File: config.mk
export PLATFORM = sky130hd
export DESIGN_NAME = adc_queue_sequencer
export DESIGN_NICKNAME = d
export VERILOG_FILES = /design/src/rtl/adcq_pkg.sv /design/src/rtl/adcq_cmd_store.sv /design/src/rtl/adcq_trig.sv /design/src/rtl/adcq_ctrl.sv /design/src/rtl/adc_queue_sequencer.sv
export SDC_FILE = /design/constraint.sdc
export NUM_CORES = 1
export LEC_CHECK = 0
export BUFFER_PORTS_ARGS = -buffer_cell sky130_fd_sc_hd__buf_2
export CAP_MARGIN = 20
export CORE_ASPECT_RATIO = 0.75
export CORE_MARGIN = 2
export CORE_UTILIZATION = 42
export CTS_BUF_LIST = sky130_fd_sc_hd__clkbuf_16
export DETAILED_ROUTE_END_ITERATION = 8
export GPL_ROUTABILITY_DRIVEN = 0
export MAX_ROUTING_LAYER = met4
export PLACE_DENSITY = 0.66
export SYNTH_ARGS = -nofsm -noshare
export SYNTH_HDL_FRONTEND = slang
export SYNTH_HIERARCHICAL = 1
export SYNTH_SLANG_ARGS = --single-unit
export TNS_END_PERCENT = 20
File: constraint.sdc
create_clock -name clk -period 5.08 [get_ports clk]
set_clock_uncertainty 0.2 [all_clocks]
set_input_delay 1.27 -clock clk [delete_from_list [all_inputs] [get_ports clk]]
set_output_delay 1.27 -clock clk [all_outputs]
set_load 0.01 [all_outputs]
File: src/rtl/adcq_pkg.sv
package adcq_pkg;

  typedef enum logic [1:0] {
    MODE_SW  = 2'd0,
    MODE_EXT = 2'd1,
    MODE_TMR = 2'd2,
    MODE_OFF = 2'd3
  } scan_mode_e;

  typedef enum logic [1:0] {
    ST_IDLE = 2'd0,
    ST_WAIT = 2'd1,
    ST_CONV = 2'd2,
    ST_HOLD = 2'd3
  } seq_state_e;

endpackage

File: src/rtl/adcq_cmd_store.sv
module adcq_cmd_store #(
  parameter int DEPTH  = 8,
  parameter int WORD_W = 6,
  localparam int ADDR_W = $clog2(DEPTH)
) (
  input  logic              clk,
  input  logic              rst_n,
  input  logic              wr_en,
  input  logic [ADDR_W-1:0] wr_addr,
  input  logic [WORD_W-1:0] wr_data,
  input  logic [ADDR_W-1:0] rd_addr,
  output logic [WORD_W-1:0] rd_data
);

  logic [WORD_W-1:0] words [DEPTH];

  for (genvar g = 0; g < DEPTH; g++) begin : g_entry
    logic              hit;
    logic [WORD_W-1:0] word_q;

    assign hit = wr_en && (wr_addr == ADDR_W'(g));

    always_ff @(posedge clk or negedge rst_n) begin
      if (!rst_n) begin
        word_q <= '0;
      end else if (hit) begin
        word_q <= wr_data;
      end
    end

    assign words[g] = word_q;
  end

  assign rd_data = words[rd_addr];

endmodule

File: src/rtl/adcq_trig.sv
module adcq_trig #(
  parameter int TMR_MIN = 7,
  parameter int TMR_MAX = 17,
  parameter int SEL_W   = 4,
  localparam int CNT_W   = TMR_MAX,
  localparam int EXP_W   = $clog2(TMR_MAX + 1),
  localparam int SEL_MAX = TMR_MAX - TMR_MIN
) (
  input  logic             clk,
  input  logic             rst_n,
  input  logic             run_tmr,
  input  logic             qclk_en,
  input  logic [SEL_W-1:0] tmr_sel,
  input  logic             ext_in,
  input  logic             edge_rise,
  output logic             ext_edge,
  output logic             tmr_fire
);

  logic             ext_q, ext_d;
  logic [CNT_W-1:0] cnt_q, cnt_d;
  logic [EXP_W-1:0] exp_n;
  logic [CNT_W-1:0] period_m1;
  logic             at_end;

  // period exponent, clamped to the top of the range
  always_comb begin
    if (tmr_sel > SEL_W'(SEL_MAX)) begin
      exp_n = EXP_W'(TMR_MAX);
    end else begin
      exp_n = EXP_W'(TMR_MIN) + EXP_W'(tmr_sel);
    end
    period_m1 = (CNT_W'(1) << exp_n) - CNT_W'(1);
  end

  assign at_end   = (cnt_q >= period_m1);
  assign tmr_fire = run_tmr && qclk_en && at_end;

  always_comb begin
    cnt_d = cnt_q;
    if (!run_tmr) begin
      cnt_d = '0;
    end else if (qclk_en) begin
      cnt_d = at_end ? '0 : cnt_q + CNT_W'(1);
    end
  end

  assign ext_d    = ext_in;
  assign ext_edge = edge_rise ? (ext_in && !ext_q) : (!ext_in && ext_q);

  always_ff @(posedge clk or negedge rst_n) begin
    if (!rst_n) begin
      cnt_q <= '0;
      ext_q <= 1'b0;
    end else begin
      cnt_q <= cnt_d;
      ext_q <= ext_d;
    end
  end

  // the counter sits at zero whenever the queue is not armed for the timer
  a_r11_timer_held: assert property (@(posedge clk) disable iff (!rst_n)
    !run_tmr |=> (cnt_q == '0));

  // every expiry reloads the counter
  a_r8_fire_reload: assert property (@(posedge clk) disable iff (!rst_n)
    tmr_fire |=> (cnt_q == '0));

endmodule

File: src/rtl/adcq_ctrl.sv
module adcq_ctrl
  import adcq_pkg::*;
#(
  parameter int DEPTH = 8,
  localparam int ADDR_W = $clog2(DEPTH)
) (
  input  logic              clk,
  input  logic              rst_n,
  input  scan_mode_e        mode,
  input  logic              arm,
  input  logic              ovr_clr,
  input  logic              ext_edge,
  input  logic              tmr_fire,
  input  logic              conv_done,
  input  logic              ccw_pause,
  input  logic              ccw_eoq,
  output logic [ADDR_W-1:0] ptr,
  output logic              conv_req,
  output logic              sse,
  output logic              paused,
  output logic              ovr,
  output logic              run_tmr
);

  seq_state_e        state_q, state_d;
  logic [ADDR_W-1:0] ptr_q, ptr_d;
  logic              sse_q, sse_d;
  logic              ovr_q, ovr_d;
  logic              hw_trig, trig, end_hit;

  assign hw_trig = ((mode == MODE_EXT) && ext_edge) ||
                   ((mode == MODE_TMR) && tmr_fire);
  assign trig    = (mode == MODE_SW) || hw_trig;
  assign end_hit = ccw_eoq || (ptr_q == ADDR_W'(DEPTH - 1));

  always_comb begin
    state_d = state_q;
    ptr_d   = ptr_q;
    sse_d   = sse_q;
    ovr_d   = ovr_q;
    case (state_q)
      ST_IDLE: begin
        if (arm && (mode != MODE_OFF)) begin
          sse_d   = 1'b1;
          ptr_d   = '0;
          state_d = ST_WAIT;
        end
      end
      ST_WAIT, ST_HOLD: begin
        if (trig) begin
          state_d = ST_CONV;
        end
      end
      ST_CONV: begin
        if (conv_done) begin
          if (end_hit) begin
            sse_d   = 1'b0;
            state_d = ST_IDLE;
          end else begin
            ptr_d = ptr_q + ADDR_W'(1);
            if (ccw_pause) begin
              state_d = ST_HOLD;
            end
          end
        end
      end
      default: state_d = ST_IDLE;
    endcase
    if (ovr_clr) begin
      ovr_d = 1'b0;
    end
    if ((state_q == ST_CONV) && hw_trig) begin
      ovr_d = 1'b1;
    end
  end

  always_ff @(posedge clk or negedge rst_n) begin
    if (!rst_n) begin
      state_q <= ST_IDLE;
      ptr_q   <= '0;
      sse_q   <= 1'b0;
      ovr_q   <= 1'b0;
    end else begin
      state_q <= state_d;
      ptr_q   <= ptr_d;
      sse_q   <= sse_d;
      ovr_q   <= ovr_d;
    end
  end

  assign ptr      = ptr_q;
  assign conv_req = (state_q == ST_CONV);
  assign paused   = (state_q == ST_HOLD);
  assign sse      = sse_q;
  assign ovr      = ovr_q;
  assign run_tmr  = sse_q && (mode == MODE_TMR);

  // a request is held on the same word until the converter answers
  a_r2_req_held: assert property (@(posedge clk) disable iff (!rst_n)
    (conv_req && !conv_done) |=> (conv_req && $stable(ptr_q)));

  // a software-mode pause lasts a single cycle
  a_r4_sw_pause_short: assert property (@(posedge clk) disable iff (!rst_n)
    (paused && (mode == MODE_SW)) |=> conv_req);

  // software mode never raises the overrun flag
  a_r5_sw_no_ovr: assert property (@(posedge clk) disable iff (!rst_n)
    ((mode == MODE_SW) && !ovr_q) |=> !ovr_q);

  // the last word disarms the queue
  a_r7_end_disarm: assert property (@(posedge clk) disable iff (!rst_n)
    (conv_req && conv_done && end_hit) |=> (!sse_q && !conv_req));

  // overrun is sticky until cleared
  a_r10_ovr_sticky: assert property (@(posedge clk) disable iff (!rst_n)
    (ovr_q && !ovr_clr) |=> ovr_q);

  // a second arm while armed does not restart or drop the scan
  a_r12_rearm_ignored: assert property (@(posedge clk) disable iff (!rst_n)
    (sse_q && arm && !conv_done) |=> (sse_q && $stable(ptr_q)));

endmodule

File: src/rtl/adc_queue_sequencer.sv
module adc_queue_sequencer
  import adcq_pkg::*;
#(
  parameter int DEPTH   = 8,
  parameter int CHAN_W  = 4,
  parameter int TMR_MIN = 7,
  parameter int TMR_MAX = 17,
  parameter int SEL_W   = 4,
  localparam int ADDR_W = $clog2(DEPTH),
  localparam int WORD_W = CHAN_W + 2
) (
  input  logic              clk,
  input  logic              rst_n,
  input  logic [1:0]        mode,
  input  logic              edge_rise,
  input  logic [SEL_W-1:0]  tmr_sel,
  input  logic              qclk_en,
  input  logic              ext_trig,
  input  logic              arm,
  input  logic              ovr_clr,
  input  logic              ccw_we,
  input  logic [ADDR_W-1:0] ccw_addr,
  input  logic [WORD_W-1:0] ccw_wdata,
  output logic              conv_req,
  output logic [CHAN_W-1:0] conv_chan,
  input  logic              conv_done,
  output logic              scan_armed,
  output logic              scan_active,
  output logic              scan_paused,
  output logic              trig_overrun
);

  scan_mode_e        mode_e;
  logic [ADDR_W-1:0] rd_ptr;
  logic [WORD_W-1:0] cur_word;
  logic              ext_edge, tmr_fire, run_tmr;

  assign mode_e = scan_mode_e'(mode);

  adcq_cmd_store #(
    .DEPTH  (DEPTH),
    .WORD_W (WORD_W)
  ) u_store (
    .clk     (clk),
    .rst_n   (rst_n),
    .wr_en   (ccw_we),
    .wr_addr (ccw_addr),
    .wr_data (ccw_wdata),
    .rd_addr (rd_ptr),
    .rd_data (cur_word)
  );

  adcq_trig #(
    .TMR_MIN (TMR_MIN),
    .TMR_MAX (TMR_MAX),
    .SEL_W   (SEL_W)
  ) u_trig (
    .clk       (clk),
    .rst_n     (rst_n),
    .run_tmr   (run_tmr),
    .qclk_en   (qclk_en),
    .tmr_sel   (tmr_sel),
    .ext_in    (ext_trig),
    .edge_rise (edge_rise),
    .ext_edge  (ext_edge),
    .tmr_fire  (tmr_fire)
  );

  adcq_ctrl #(
    .DEPTH (DEPTH)
  ) u_ctrl (
    .clk       (clk),
    .rst_n     (rst_n),
    .mode      (mode_e),
    .arm       (arm),
    .ovr_clr   (ovr_clr),
    .ext_edge  (ext_edge),
    .tmr_fire  (tmr_fire),
    .conv_done (conv_done),
    .ccw_pause (cur_word[CHAN_W]),
    .ccw_eoq   (cur_word[CHAN_W+1]),
    .ptr       (rd_ptr),
    .conv_req  (conv_req),
    .sse       (scan_armed),
    .paused    (scan_paused),
    .ovr       (trig_overrun),
    .run_tmr   (run_tmr)
  );

  assign conv_chan   = cur_word[CHAN_W-1:0];
  assign scan_active = conv_req;

  // nothing is requested while the queue is disarmed
  a_r1_idle_quiet: assert property (@(posedge clk) disable iff (!rst_n)
    !scan_armed |-> (!conv_req && !scan_paused));

endmodule

==> out/metrics.cfg, run 1 <==
[clocking]
cts_made_buffers=9
clock_path_buffers=2
cts-root-buf=clkbuf_16
clk_latency_ns=0.32
clk_pin_slew_ns=0.06
clkSinkCount=73
hold_buffers=0
htreeDepth=3
cts_tree=built

[placed_design]
post_dp_cell_area_um2=4800
hpwl_um=6770
portBuffers=32

[synthesis]
ys_seq_elements=73
synth.avg_cell_area_um2=11.1
ys_top_cells_by_area=dfrtp_1 (41%), mux2_2 (14%), mux4_1 (7.0%)
ys_warn_count=6
synth_commonest_cells=dfrtp_1 (73), mux2_2 (55), nand2_1 (27)
yosys_most_used_dff=dfrtp_1
synth_top_area_share_pct=40.7
synth_edf_count=0
yosysTopAreaCell=dfrtp_1
yosysMostFrequentCell=dfrtp_1
ys_seq_area_share_pct=40.7
syn_inst=403
syn_area_um2=4490
synth.distinct_cells=58
ys_async_sr_fraction_pct=100

[global_route]
grt_pass1_wl_um=16300
use_met1_pct=25.3
grt.busiest_layer=met2
grt_pass1_vias=3297
grt_use_total_pct=18.6
grt_max_degree=62
grt_overflow=0
use_met2_pct=28.8
met3_usage_pct=4.76
antenna_found_initial=0

[setup_path]
crit_slowest_cell=o311a_1
path_cells=buf_2 > inv_1 > ha_1 > and3_1 > o21ai_1 > a21o_2 > inv_1 > nand2_1 > ha_1 > o21a_1 > nor4_1 > a21oi_1 > ha_1 > a21oi_1 > o21ai_0 > nor3b_2 > a21oi_1 > o311a_1 > inv_1 > o21ai_0 > o211ai_1 > o21a_1
path_class=primary input to register
slowest_delay_ns=0.36
cp.arrival_ns=4.82
crit_path_max_fanout=5
r2r_cells=5
cp-end-kind=register
worstPathRequired_ns=5.14
worst_setup_path_start_kind=primary input

[sta]
min_period_ns=4.76
slew_violations=0
fmax_mhz=210
finalSetupViolCount=0
tightest_slew_ns=1.10
relSlewSlack_pct=25.9
fin_crit_sh_pct=93.7
rsz0062_at_grt=no
hold_viol_final=0

[floorplan]
dieHeight_um=93.6
design.die.area_um2=11500
num_rows=32
io_pins=33
coreArea_um2=10300
die_w_um=123
start_util_pct=43.5

[power_and_ir_drop]
ir_worst_vdd_uv=199
power_frac_comb_pct=28.7
p_per_area_nw_per_um2=409
leakage_nw=2.27
pwr-share-seq_pct=39.7
internal-power_w=0.00147
p_total_w=0.00210
swShare_pct=30.0
switchingPower_w=0.000628
clkPwrFrac_pct=31.7

[cells_and_area]
final_core_util_pct=49.6
nets=482
design_area_um2=5120
area_growth_pct=14.1
antenna_cells=0
nFillCells=932
drive_above_1_share_pct=28.9

[routing]
drtIter0Drc=227
wl_um=9520
vias=3315
ant_nets=0
detail_route.wl_per_cell_um=16.5
vias_per_cell=5.76
drc=0
drtPass1Iterations=4

[worst_hold_path]
hold_class=register to register
hold_path_depth=1

[run]
drv_cap=0

[status]
status=finished, final reports clean

stage by stage:
step / std cells / hold slack, ns / setup TNS (ns) / worst slack (ns)
final: 576 / 0.297 / 0 / 0.320
after global routing: 576 / 0.318 / 0 / 0.0103
after CTS: 576 / 0.299 / 0 / 0.240
after detailed placement: 560 / 0.286 / -0.167 / -0.0819
after global placement: 560 / 0.279 / 0 / 0.140
after floorplan: 404 / 0.259 / 0 / 0.0180
worst max-delay path, delay by kind of cell:
family                     cells  cell delay, ns
and+or+nand+nor                4            0.76
AOI/OAI and AO/OA             11            1.67
buffers and inverters          4            0.34
adders and majority gates      3            0.78
power groups by stage:
stage          registers [W]  clock network, W  logic (W)
2_1_floorplan       0.000754                 0   0.000531
3_3_place_gp        0.000831                 0   0.000582
3_5_place_dp        0.000841                 0   0.000599
4_1_cts             0.000831          0.000680   0.000604
5_1_grt             0.000848          0.000712   0.000672
6_report            0.000832          0.000663   0.000600
placed cells by master (no fill, tap or decap), types with 7 or more instances in the layout:
| master | Yosys | layout |
|---|---|---|
| a31oi_1 | 15 | 15 |
| o21ai_0 | 13 | 13 |
| a21oi_1 | 22 | 22 |
| nand4_1 | 7 | 7 |
| dfrtp_1 | 73 | 73 |
| buf_2 | 8 | 32 |
| nor2_1 | 18 | 18 |
| clkbuf_16 | 0 | 9 |
| buf_4 | 3 | 11 |
| inv_1 | 12 | 13 |
| ha_1 | 23 | 23 |
| nand2b_1 | 11 | 11 |
| mux4_1 | 12 | 12 |
| mux2_2 | 55 | 55 |
| nand3_1 | 13 | 13 |
| nand2_1 | 27 | 27 |
area by class of cell:
type                            count  area (um^2)  share of cell area [%]
Multi-Input combinational cell    295         2500                    48.8
Timing Repair Buffer               44          263                    5.13
Clock buffer                        9          225                    4.40
Sequential cell                    73         1830                    35.7
Inverter                           12         45.0                   0.879
Tap cell                          136          170                    3.32
Clock inverter                      7         95.1                    1.86
logic make-up (layout without fill, tap and decap cells):
| group | after synthesis | after routing | share of synthesized area, % |
|---|---|---|---|
| muxes | 69 | 69 | 21.3 |
| xor gates and xnor gates | 4 | 4 | 0.780 |
| AOI/OAI and AO/OA | 84 | 84 | 12.1 |
| adders and majority gates | 23 | 23 | 6.41 |
| and+or+nand+nor | 113 | 113 | 14.2 |
| buffers and inverters | 36 | 72 | 4.49 |
| other | 1 | 2 | 0.0835 |
| DFF | 73 | 73 | 40.7 |
metal layers:
metal | up-vias | wire, um
li1 | 1587 | -
met1 | 1665 | 4620
met2 | 59 | 4530
met3 | 4 | 341
met4 | 0 | 33
met5 | - | 0
state kept, by name, indices dropped and copies added, names as in the netlist:
| name | count |
|---|---|
| u_ctrl/state_q | 2 |
| u_store/g_entry.word_q | 48 |
| u_trig/cnt_q | 17 |
| u_trig/ext_q | 1 |
| u_ctrl/ptr | 3 |
| u_ctrl/ovr | 1 |
| u_ctrl/sse | 1 |
repair_timing:
action	in CTS	in global routing
hold endpoints to repair	0	0
buffers inserted	0	0
resized for setup	0	1
endpoints found under the setup margin	0	5
final timing paths:
kind,from,end,slack [ns]
setup / recovery,tmr_sel[1],u_ctrl/state_q[0]$_DFFE_PN0P_,0.32
hold / removal,u_store/g_entry[1].word_q[4]$_DFFE_PN0P_,u_store/g_entry[1].word_q[4]$_DFFE_PN0P_,0.30
setup reg to reg,u_ctrl/ptr[0]$_DFFE_PN0P_,u_ctrl/ptr[0]$_DFFE_PN0P_,2.28
hold reg to reg,u_store/g_entry[1].word_q[4]$_DFFE_PN0P_,u_store/g_entry[1].word_q[4]$_DFFE_PN0P_,0.30
max in group asynchronous,rst_n,u_trig/cnt_q[2]$_DFFE_PN0P_,3.01
min in group asynchronous,rst_n,u_ctrl/ptr[2]$_DFFE_PN0P_,0.63
Note: power is estimated with default switching activity, not from simulation.
==> run 2, diff against run 1 <==
clock period = 5.1 ns   (was 5.08 ns; I/O delays follow)
==> out/metrics.cfg, run 2 (synthesis results as in run 1) <==
[status]
status=finished, final reports clean  ; unchanged

[power_and_ir_drop]
ir_worst_vdd_uv=201  ; was 199 uV
p_per_area_nw_per_um2=398  ; was 409 nW/um^2
leakage_nw=2.26  ; was 2.27 nW

[routing]
detail_route.wl_per_cell_um=16.1  ; was 16.5 um
drtPass1Iterations=6  ; was 4
drtIter0Drc=160  ; was 227
drc=0  ; unchanged
vias=3253  ; was 3315
vias_per_cell=5.66  ; was 5.76
ant_nets=0  ; unchanged
wl_um=9260  ; was 9520 um

[setup_path]
cp-end-kind=register  ; unchanged
slowest_delay_ns=0.36  ; about the same
crit_family=compound AO/OA/AOI/OAI gates  ; unchanged
path_cells=buf_2 > inv_1 > ha_1 > and3_1 > o21ai_1 > a21o_2 > inv_1 > nand2_1 > ha_1 > o21a_1 > mux2i_1 > a2bb2oi_2 > ha_1 > a21oi_1 > o21ai_0 > nor3b_2 > a21oi_1 > o311a_1 > inv_1 > o21ai_0 > o211ai_1 > o21a_1  ; was buf_2 > inv_1 > ha_1 > and3_1 > o21ai_1 > a21o_2 > inv_1 > nand2_1 > ha_1 > o21a_1 > nor4_1 > a21oi_1 > ha_1 > a21oi_1 > o21ai_0 > nor3b_2 > a21oi_1 > o311a_1 > inv_1 > o21ai_0 > o211ai_1 > o21a_1
crit_slowest_cell=o311a_1  ; unchanged
cp.arrival_ns=4.85  ; was 4.82 ns
worstPathRequired_ns=5.17  ; was 5.14 ns
worst_setup_path_start_kind=primary input  ; unchanged
path_class=primary input to register  ; unchanged
crit_path_max_fanout=5  ; unchanged
crit_buf_inv=4  ; unchanged

[floorplan]
start_util_pct=43.5  ; unchanged
num_rows=32  ; unchanged
design.die.area_um2=11500  ; unchanged
dieHeight_um=93.6  ; unchanged
io_pins=33  ; unchanged
die_w_um=123  ; unchanged
coreArea_um2=10300  ; unchanged

[clocking]
cts-root-buf=clkbuf_16  ; unchanged
clkSinkCount=73  ; unchanged
cts_tree=built  ; unchanged
hold_buffers=0  ; unchanged
cts_made_buffers=9  ; unchanged
htreeDepth=3  ; unchanged
postCtsResizedCells=0  ; unchanged
clk_pin_slew_ns=0.05  ; was 0.06 ns
clk_latency_ns=0.33  ; was 0.32 ns
clock_path_buffers=2  ; unchanged
cts_setup_buffers=0  ; unchanged

[cells_and_area]
drive_above_1_share_pct=28.5  ; was 28.9%
design_area_um2=5080  ; was 5120 um^2
final_cell_mix=dfrtp_1 (73), mux2_2 (55), buf_2 (32)  ; unchanged
regMostFlops=u_store/g_entry.word_q  ; unchanged
seq_area_um2=1830  ; unchanged
area_growth_pct=13.2  ; was 14.1%
multi_input_area_um2=2500  ; unchanged
nFillCells=929  ; was 932
nets=481  ; was 482
final_common_cell=dfrtp_1  ; unchanged
largest_register_ff_count=48  ; unchanged
antenna_cells=0  ; unchanged

[sta]
finalSetupViolCount=0  ; unchanged
relSlewSlack_pct=29.7  ; was 25.9%
hold_viol_final=0  ; unchanged
slew_violations=0  ; unchanged
rsz0062_at_grt=no  ; unchanged
min_period_ns=4.77
fmax_mhz=209
fin_hold_ws_ns=0.300  ; was 0.297 ns
timing.final.ws_setup_ns=0.326  ; was 0.320 ns
tightest_slew_ns=1.04  ; was 1.10 ns
fin_crit_sh_pct=93.6

[placed_design]
portBuffers=32  ; unchanged
pre_cts_slack_ns=-0.0802  ; was -0.0819 ns
post_dp_cell_area_um2=4790  ; was 4800 um^2
hpwl_um=6660  ; was 6770 um

[run]
drv_cap=0  ; unchanged

[global_route]
grt_pass1_vias=3173  ; was 3297
antenna_found_initial=0  ; unchanged
grt_max_degree=62  ; unchanged
grt_pass1_wl_um=15700  ; was 16300 um
grt_overflow=0  ; unchanged
grt_use_total_pct=18.2  ; was 18.6%

[worst_hold_path]
hold_class=register to register  ; unchanged

==> run 2: cell types whose count changed in the layout (fill, tap and decap cells not counted) <==
cell and change:
buf_4 -1, clkinvlp_4 -1, bufinv_16 -1, inv_6 -1, clkinv_2 +2, clkinv_1 +1
==> run 2: area by class of cell <==
class / count / share of cell area [%]
Multi-Input combinational cell: 295 / 49.1
Tap cell: 136 / 3.35
Sequential cell: 73 / 35.9
Clock inverter: 7 / 1.23
Clock buffer: 9 / 4.43
Inverter: 12 / 0.886
Timing Repair Buffer: 43 / 5.02
==> run 2: power breakdown <==
group | switching [W] | internal [W] | leakage [nW]
sequential | 0.000136 | 0.000691 | 0.907
combinational | 0.000254 | 0.000341 | 1.21
clock | 0.000228 | 0.000373 | 0.140
==> run 2: worst paths after layout <==
kind	start	to	slack, ns	depth (start not counted)
hold / removal	u_store/g_entry[4].word_q[5]$_DFFE_PN0P_	u_store/g_entry[4].word_q[5]$_DFFE_PN0P_	0.30	1
max in group asynchronous	rst_n	u_store/g_entry[6].word_q[3]$_DFFE_PN0P_	3.03	2
hold reg to reg	u_store/g_entry[4].word_q[5]$_DFFE_PN0P_	u_store/g_entry[4].word_q[5]$_DFFE_PN0P_	0.30	1
min in group asynchronous	rst_n	u_ctrl/ptr[0]$_DFFE_PN0P_	0.62	1
setup reg to reg	u_ctrl/ptr[0]$_DFFE_PN0P_	u_ctrl/ptr[0]$_DFFE_PN0P_	2.27	5
setup / recovery	tmr_sel[1]	u_ctrl/state_q[0]$_DFFE_PN0P_	0.33	22
==> run 2: stage by stage <==
step	total power, W	setup TNS, ns	instances	util [%]
2_1_floorplan	0.00128	0	404	-
3_3_place_gp	0.00141	0	559	46.4
3_5_place_dp	0.00144	-0.179	559	46.4
4_1_cts	0.00204	0	575	49.2
5_1_grt	0.00216	0	575	49.2
6_report	0.00202	0	575	49.2
==> run 2: routing by layer <==
metal / global-route usage, % / part of all wire (%)
met5: - / 0
met4: 4.07 / 0.76
met3: 4.70 / 5.1
met2: 26.6 / 45
met1: 25.5 / 49
==> run 2: worst reg2reg max path: stages (launching register included) <==
cell	delay (ns)
dfrtp_1	0.85
mux4_1	0.64
mux2_2	0.28
or2_1	0.27
or4_1	0.42
nand3_1	0.10
==> run 3, diff against run 2 <==
SYNTH_HIERARCHICAL = not set   (was 1)
==> out/metrics.cfg, run 3 <==
[status]
status=finished, final reports clean  ; unchanged

[floorplan]
design.die.area_um2=11200  ; was 11500 um^2
start_util_pct=42.7  ; was 43.5%
coreArea_um2=10200  ; was 10300 um^2
num_rows=32  ; unchanged
io_pins=33  ; unchanged
die_w_um=121  ; was 123 um
dieHeight_um=92.0  ; was 93.6 um

[clocking]
cts-root-buf=clkbuf_16  ; unchanged
hold_buffers=0  ; unchanged
htreeDepth=3  ; unchanged
cts_tree=built  ; unchanged
cts_made_buffers=9  ; unchanged
clkSinkCount=73  ; unchanged
postCtsResizedCells=0  ; unchanged
cts_setup_buffers=0  ; unchanged
clock_path_buffers=2  ; unchanged
clk_latency_ns=0.33  ; about the same
clk_pin_slew_ns=0.05  ; about the same

[cells_and_area]
final_cell_mix=dfrtp_1 (73), mux2_2 (54), nand2_1 (38)  ; was dfrtp_1 (73), mux2_2 (55), buf_2 (32)
regMostFlops=u_store.g_entry.word_q  ; was u_store/g_entry.word_q
final_common_cell=dfrtp_1  ; unchanged
largest_register_ff_count=48  ; unchanged
drive_above_1_share_pct=30.5  ; was 28.5%
final_core_util_pct=48.8  ; was 49.2%
seq_area_um2=1830  ; unchanged
nets=485  ; was 481
fin_cells=579  ; was 575
antenna_cells=0  ; unchanged
multi_input_area_um2=2400  ; was 2500 um^2
nFillCells=909  ; was 929
area_growth_pct=14.3  ; was 13.2%

[synthesis]
synth.avg_cell_area_um2=10.8  ; was 11.1 um^2
syn_inst=401  ; was 403
yosys_most_used_dff=dfrtp_1  ; unchanged
yosysTopAreaCell=dfrtp_1  ; unchanged
synth_edf_count=0  ; unchanged
synth_commonest_cells=dfrtp_1 (73), mux2_2 (54), nand2_1 (39)  ; was dfrtp_1 (73), mux2_2 (55), nand2_1 (27)
ys_seq_elements=73  ; unchanged
syn_area_um2=4340  ; was 4490 um^2
ys_seq_area_share_pct=42.1  ; was 40.7%
ys_async_sr_fraction_pct=100  ; unchanged
ys_warn_count=0  ; was 6
synth.distinct_cells=57  ; was 58
ys_top_cells_by_area=dfrtp_1 (42%), mux2_2 (14%), ha_1 (6.6%)  ; was dfrtp_1 (41%), mux2_2 (14%), mux4_1 (7.0%)
yosysMostFrequentCell=dfrtp_1  ; unchanged
synth_top_area_share_pct=42.1  ; was 40.7%

[global_route]
grt_overflow=0  ; unchanged
use_met2_pct=28.7  ; was 26.6%
met3_usage_pct=4.23  ; was 4.70%
antenna_found_initial=0  ; unchanged
grt_use_total_pct=19.3  ; was 18.2%
grt_pass1_wl_um=16500  ; was 15700 um
grt.busiest_layer=met2  ; unchanged
use_met1_pct=27.0  ; was 25.5%
grt_max_degree=29  ; was 62
grt_pass1_vias=3263  ; was 3173

[sta]
rsz0062_at_grt=no  ; unchanged
finalSetupViolCount=0  ; unchanged
min_period_ns=4.79  ; was 4.77 ns
hold_viol_final=0  ; unchanged
fmax_mhz=209  ; about the same
slew_violations=0  ; unchanged
tightest_slew_ns=0.822  ; was 1.04 ns
fin_crit_sh_pct=93.8  ; was 93.6%
relSlewSlack_pct=45.2  ; was 29.7%

[routing]
ant_nets=0  ; unchanged
vias=3262  ; was 3253
vias_per_cell=5.63  ; was 5.66
drtPass1Iterations=4  ; was 6
drc=0  ; unchanged
detail_route.wl_per_cell_um=16.3  ; was 16.1 um
wl_um=9460  ; was 9260 um
drtIter0Drc=240  ; was 160

[run]
drv_cap=0  ; unchanged

[setup_path]
r2r-start=u_ctrl.ptr[0]$_DFFE_PN0P_  ; was u_ctrl/ptr[0]$_DFFE_PN0P_
cp.arrival_ns=4.80  ; was 4.85 ns
cp-end-kind=register  ; unchanged
path_class=primary input to register  ; unchanged
startpoint=tmr_sel[1]  ; unchanged
crit_path_max_fanout=19  ; was 5
worstPathRequired_ns=5.11  ; was 5.17 ns
worst_setup_path_start_kind=primary input  ; unchanged

[placed_design]
hpwl_um=6740  ; was 6660 um
portBuffers=32  ; unchanged
place_inst=560  ; was 559

[worst_hold_path]
hold_class=register to register  ; unchanged
hp-start=u_store.g_entry[3].word_q[5]$_DFFE_PN0P_  ; was u_store/g_entry[4].word_q[5]$_DFFE_PN0P_

[power_and_ir_drop]
ir_worst_vdd_uv=153  ; was 201 uV
leakage_nw=2.10  ; was 2.26 nW
p_per_area_nw_per_um2=333  ; was 398 nW/um^2

## run 3: critical path, cell delays in order
cell and delay (ns):
buf_2 0.14, inv_1 0.08, ha_1 0.16, buf_4 0.18, nand2_1 0.11, o32ai_2 0.15, nand2b_1 0.11, a21oi_1 0.20
nand2_1 0.08, ha_1 0.26, o21ai_1 0.22, mux2i_1 0.24, ha_1 0.27, a21oi_1 0.14, o21a_1 0.14, o22ai_1 0.08
a211oi_2 0.26, buf_4 0.29, nand2_1 0.14, o31a_1 0.25
## run 3: through the flow
| stage | total power (W) | hold slack (ns) | worst slack (ns) | cell area (um^2) | TNS (ns) |
|---|---|---|---|---|---|
| 3_5_place_dp | 0.00112 | 0.290 | -0.0936 | 4660 | -0.574 |
| 4_1_cts | 0.00167 | 0.302 | 0.243 | 4920 | 0 |
| 2_1_floorplan | 0.00101 | 0.271 | 0.151 | 4340 | 0 |
| 3_3_place_gp | 0.00110 | 0.281 | 0.184 | 4660 | 0 |
| 6_report | 0.00165 | 0.302 | 0.314 | 4960 | 0 |
| 5_1_grt | 0.00174 | 0.307 | 0.0396 | 4960 | 0 |
## run 3: path summary, 6_finish.rpt
| path | endpoint | slack, ns | depth (start not counted) |
|---|---|---|---|
| worst min-delay path | u_store.g_entry[3].word_q[5]$_DFFE_PN0P_ | 0.30 | 1 |
| worst min register to register | u_store.g_entry[3].word_q[5]$_DFFE_PN0P_ | 0.30 | 1 |
| min in group asynchronous | u_store.g_entry[5].word_q[2]$_DFFE_PN0P_ | 0.76 | 1 |
| max in group asynchronous | u_ctrl.sse$_DFFE_PN0P_ | 3.14 | 2 |
| worst max register to register | u_ctrl.ptr[0]$_DFFE_PN0P_ | 2.42 | 4 |
| worst max-delay path | u_ctrl.state_q[1]$_DFFE_PN0P_ | 0.31 | 20 |
## run 3: kinds of logic (layout without fill, tap and decap cells)
family	Yosys count	in the layout	share of synthesized area, %
fa+ha+maj	23	23	6.63
buf+inv	34	75	3.20
simple gates	120	120	14.5
xor+xnor	6	6	1.21
flops	73	73	42.1
other cells	1	2	0.0864
compound gates	72	72	10.6
mux	72	72	21.7
## run 3: report_power, final
part	switching (W)	total, W	leakage, nW	internal (W)
logic	0.000151	0.000357	1.05	0.000207
clock network	0.000222	0.000541	0.136	0.000319
registers	0.0000774	0.000752	0.914	0.000674
total	0.000450	0.00165	2.10	0.00120
## run 3: final cells by class
type | count | area share (%)
clock buffers | 9 | 4.54
clock inverters | 7 | 0.605
inverters | 16 | 1.21
multi-input cells | 295 | 48.5
flip-flops and latches | 73 | 36.8
well taps | 136 | 3.43
repair buffers | 43 | 4.92
## run 3: per-layer routing
| metal | vias up | wire length [um] |
|---|---|---|
| li1 | 1576 | - |
| met1 | 1601 | 4640 |
| met2 | 76 | 4330 |
| met3 | 9 | 393 |
| met4 | 0 | 97 |
| met5 | - | 0 |
